==> config.mk <==
export PLATFORM = sky130hd
export DESIGN_NAME = upper_addr_decoder
export DESIGN_NICKNAME = d
export VERILOG_FILES = /design/src/rtl/upper_addr_decoder.sv
export SDC_FILE = /design/constraint.sdc
export NUM_CORES = 1
export LEC_CHECK = 0
export BUFFER_PORTS_ARGS = -buffer_cell sky130_fd_sc_hd__buf_2
export CORE_UTILIZATION = 57
export DETAILED_ROUTE_END_ITERATION = 7
export HOLD_SLACK_MARGIN = 0.05
export PLACE_DENSITY = 0.89
export SYNTH_ARGS = -nofsm -noshare
export SYNTH_HDL_FRONTEND = slang
export SYNTH_SLANG_ARGS = --single-unit
==> constraint.sdc <==
create_clock -name clk -period 1.8 [get_ports clk]
set_input_delay 0.36 -clock clk [delete_from_list [all_inputs] [get_ports clk]]
set_output_delay 0.36 -clock clk [all_outputs]
set_load 0.01 [all_outputs]
==> src/rtl/upper_addr_decoder.sv <==
module upper_addr_decoder #(
  parameter int ADDR_W = 4
) (
  input  logic              clk,
  input  logic              rst_n,
  input  logic              bale,
  input  logic [ADDR_W-1:0] la,
  input  logic              cfg_sel,
  input  logic              cfg_clk,
  input  logic              cfg_dat,
  output logic              cs_n,
  output logic              present
);
  localparam int CW = $clog2(ADDR_W + 1);

  logic [ADDR_W-1:0] hold_q, shift_q, cmp_q;
  logic [CW-1:0]     cnt_q;
  logic              sclk_q, sel_q, loaded;
  logic [ADDR_W-1:0] addr_eff;
  logic              sclk_rise, win_close, full;

  assign sclk_rise = cfg_sel & cfg_clk & ~sclk_q;
  assign win_close = sel_q & ~cfg_sel;
  assign full      = (cnt_q == CW'(ADDR_W));
  assign addr_eff  = bale ? la : hold_q;
  assign cs_n      = ~(loaded && (addr_eff == cmp_q));
  assign present   = 1'b1;

  always_ff @(posedge clk) begin
    if (!rst_n) begin
      hold_q  <= '0;
      shift_q <= '0;
      cmp_q   <= '0;
      cnt_q   <= '0;
      sclk_q  <= 1'b0;
      sel_q   <= 1'b0;
      loaded  <= 1'b0;
    end else begin
      sclk_q <= cfg_clk;
      sel_q  <= cfg_sel;
      if (bale) hold_q <= la;
      if (cfg_sel && !sel_q) cnt_q <= '0;
      else if (sclk_rise) begin
        shift_q <= {shift_q[ADDR_W-2:0], cfg_dat};
        if (!full) cnt_q <= cnt_q + 1'b1;
      end
      if (win_close && full) begin
        cmp_q  <= shift_q;
        loaded <= 1'b1;
      end
    end
  end
endmodule


Yosys cells after proc, flatten, opt, wreduce, memory -nomap -nowiden
Index checks and enable logic that the tools add are counted.
Storage, ports and cells
  output and inout bits: 2
  word-level logic and storage cells: 27
  flip-flop bits (word level): 18
  bits of input ports: 10
Operators by class
  bitwise operators: 9
  muxes and demuxes: 1
  $add $sub $neg: 1
  eq/ne operators: 2
  reduce and logical (&&, ||, !) cells: 7
Operators with widths (count)
  NOT 1 bit: 6
  == test 4 bit: 1
  two-way mux 4 bit: 1
  AND reduction 2 bit: 2
  adder 3 x 1 -> 3 bit, second input constant: 1
  AND 1 bit: 3
  == test 3 bit, second input constant: 1
  logical AND 1 bit: 3
  OR reduction 2 bit: 1
  logical NOT 1 bit: 1

Depth between registers and ports, before layout
  word-level depth: 4
  depth in mapped cells: 5
  gate-level depth less buffers: 5

Least setup slack after synthesis
No wires, ideal clock.
  kind: input -> output
  from: input bale
  to: output cs_n
  data required time: 1440 ps
  setup slack: 325 ps
  stages on the path: 4
  arrival: 1115 ps
  cell sequence: clkbuf_2 mux2i_1 mux2i_1 nand4_1
On the way
  cells in the longest elaborated chain, start to end: 4
Ends and longest elaborated chain
  start: declaration: line 6  | input logic bale,
  two-way mux 4 bit
  == test 4 bit: line 26  | assign cs_n = ~(loaded && (addr_eff == cmp_q));
  logical AND 1 bit: line 26
  NOT 1 bit: line 26
  end: declaration: line 11  | output logic cs_n,
No other way between the ends.

Final worst setup path
  from: register hold_q[2]
  to: output cs_n
On the way
  cells in the longest elaborated chain, start to end: 4
Ends and longest elaborated chain
  start: declaration: line 16  | logic [ADDR_W-1:0] hold_q, shift_q, cmp_q;
  start signal: assignment: line 41  | if (bale) hold_q <= la;
  two-way mux 4 bit
  == test 4 bit: line 26
  logical AND 1 bit: line 26
  NOT 1 bit: line 26
No other way between the ends.

==> impl_metrics.csv <==
group,metric,value,unit
drt,dr.first_iter.drc_count,6,
setup_path,crit_path_max_fanout,2,
global_routing,grt_usage,20.3,%
drt,route.detailed.drc,0,
synth,yosys.area.top_type,"dfxtp_1",
cts,cts_buffers,3,
cts,clock_path_buffers,2,
floorplanning,core,0.00132,mm²
sta,hold_viol,0,
drt,totalWireLength,1.29,mm
sta,setup_viol_count_final,0,
setup_path,cp_data_required_time,1.44,ns
power,clkPwrFrac,34.1,%
setup_path,worstSetupPathType,"flop to output pin",
flow_run,maxCapViolations,0,
cells_and_area,multi_input_area,404,µm²
global_routing,gr-total-overflow,0,
synth,synth_area,810,µm²
cells_and_area,final_common_cell,"dfxtp_1",
global_routing,antenna_found_initial,0,
sta,clock_skew,0.00154,ns
drt,vias_per_cell,5.29,
cells_and_area,final_layout_size_suffix_gt1_share,17.0,%
synth,ys_types,25,
floorplanning,start_util,61.4,%
floorplanning,pin_count,12,
setup_path,start_kind,"flop",
floorplanning,die_w,39.7,µm
setup_path,cp_slowest_stage_delay,0.31,ns
power,switching_share,21.4,%
cells_and_area,num_antenna_cells,0,
drt,drt-pass1-iter-count,4,
global_routing,grt_pass1_vias,495,
setup_path,critPathCaptureType,"output pin",
cts,clkSlewWorstSetupHoldPaths,0.10,ns
cells_and_area,finalNetCount,107,
sta,grt_setup_unrepaired,"false",
setup_path,cp_slowest_cell,"dfxtp_1",
cts,clockRootBuffer,"clkbuf_4",
cts,ctsResizeCount,0,
cts,cts_setup_buffers,0,
floorplanning,rows,13,
cells_and_area,utilization,67.4,%
sta,max_freq,630,MHz
sta,holdWs,0.326,ns
cts,clock_sinks,18,
synth,ys_seq_area_share,44.5,%
cts,cts_max_level,1,
place,routabilityCongestion,0.822,
synth,yosys-top-cells-area,"dfxtp_1 45%, mux2i_1 11%, nor2b_1 6.2%",
global_routing,grt_first_pass_wirelength,2.09,mm
hold_path,min_path_type,"input pin to flop",
synth,avgSynthCellArea,9.52,µm²
power,p_leak,0.392,nW
sta,fin_crit,1.59,ns
synth,ys_warn_count,0,
synth,synth_top_cell_area_share,44.5,%
cells_and_area,fillerInstances,106,
drt,vias,577,
power,power_switching,151,µW
cts,clk_latency,0.28,ns
drt,antenna_left,0,
setup_path,reg2reg_setup_slack,0.55,ns
cells_and_area,final_cell_mix,"18 x dfxtp_1, 10 x buf_2, 9 x mux2i_1",
power,p_int,556,µW
synth,ys_ff_latch,18,
sta,setup_tns,0,ns
drt,wire_per_inst,11.8,µm
sta,maxSlewViolCount,0,
floorplanning,chipHeight,39.7,µm
setup_path,cp.arrival,1.23,ns
cells_and_area,area_growth,9.74,%
synth,synthCells,85,
cts,cts_hold_buf,0,
synth,synth_nets,97,
setup_path,path_cells,"mux2i_1 > mux2i_1 > nand4_1 > buf_2",
global_routing,grt_max_degree,17,
power,ir_drop,0.000424,V
setup_path,critPathBufInv,1,
place,hpwlAfterDp,987,µm
cts,cts_tree,"done",
place,port_buffers,10,
power,powerDensity,795,mW/mm²
setup_path,cp_top_family,"multiplexers",
power,power_frac_seq,58.4,%
sta,fin_crit_sh,88.1,%
floorplanning,die_area,0.00157,mm²
power,total_power,706,µW
cells_and_area,ff_latch_area,360,µm²
power,comb_power_share,7.4,%
setup_path,cp_common_cell,"mux2i_1",
status,outcome,"finished, final reports clean",
==> cell usage after synthesis <==
| master | instances |
|---|---|
| ha_1 | 2 |
| nor2b_1 | 8 |
| conb_1 | 1 |
| o31ai_1 | 1 |
| and3b_1 | 1 |
| or3_1 | 1 |
| nand3b_2 | 1 |
| buf_4 | 1 |
| nand3_1 | 6 |
| nand4b_1 | 1 |
| nand4b_2 | 1 |
| inv_1 | 5 |
| a21oi_1 | 3 |
| nand2b_1 | 1 |
| mux2i_1 | 9 |
| xor2_1 | 3 |
| nand4_1 | 1 |
| o21ai_0 | 3 |
| a21boi_0 | 5 |
| clkbuf_2 | 2 |
| clkbuf_1 | 1 |
| buf_2 | 1 |
| nand2_1 | 6 |
| and2_1 | 3 |
| dfxtp_1 | 18 |
==> worst paths after layout <==
path,to,cells after the start,start
worst max-delay path,cs_n,4,hold_q[2]
worst max register to register,cmp_q[0],5,cnt_q[0]
worst min-delay path,shift_q[0],3,cfg_dat
worst min register to register,shift_q[3],2,shift_q[3]
==> through the flow <==
step | area [µm²] | instances | setup WS, ns
final | 888 | 109 | 0.214
after detailed placement | 852 | 105 | 0.212
after floorplan | 810 | 85 | 0.325
after CTS | 888 | 109 | 0.199
after global routing | 888 | 109 | 0.131
after global placement | 852 | 105 | 0.239
==> cell families after synthesis <==
kind of cell,after synthesis,synth area share (%)
AO/OA/AOI/OAI,12,9.27
XOR/XNOR,3,3.25
adder cells (fa/ha/maj),2,3.09
buffers and inverters,10,5.56
flip-flops,18,44.5
multiplexers,9,11.1
other,1,0.463
AND/OR/NAND/NOR,30,22.7
==> worst reg2reg max path: cells and delay by family, from the launching register on <==
| family | cells | cell delay [ns] |
|---|---|---|
| simple gates | 2 | 0.29 |
| flops | 1 | 0.34 |
| fa+ha+maj | 1 | 0.24 |
| mux | 1 | 0.21 |
| buf+inv | 1 | 0.07 |
==> flip-flops by register name (all words and copies together) (netlist names) <==
signal,count
cmp_q,4
cnt_q,3
hold_q,4
loaded,1
sclk_q,1
sel_q,1
shift_q,4
==> power by group through the flow <==
stage | Clock [mW] | Sequential (mW) | Combinational (mW)
CTS | 0.247 | 0.413 | 0.0528
finish | 0.241 | 0.413 | 0.0526
global route | 0.265 | 0.414 | 0.0584
detailed placement | 0 | 0.422 | 0.0527
global placement | 0 | 0.421 | 0.0505
floorplan | 0 | 0.419 | 0.0404
==> layout make-up <==
cell class,instances,share of cell area [%]
sequential,18,40.6
multi-input combinational,57,45.5
tap,15,2.11
timing repair buffer,10,5.63
clock buffer,4,4.08
inverter,5,2.11
==> metal layers <==
layer,vias up,part of all wire [%],track usage (%)
li1,301,-,-
met1,263,48,23.7
met2,11,48,34.8
met3,2,3.5,5.11
met4,0,0.39,7.76
met5,-,0,0
Power figures use the tool's default switching activity.
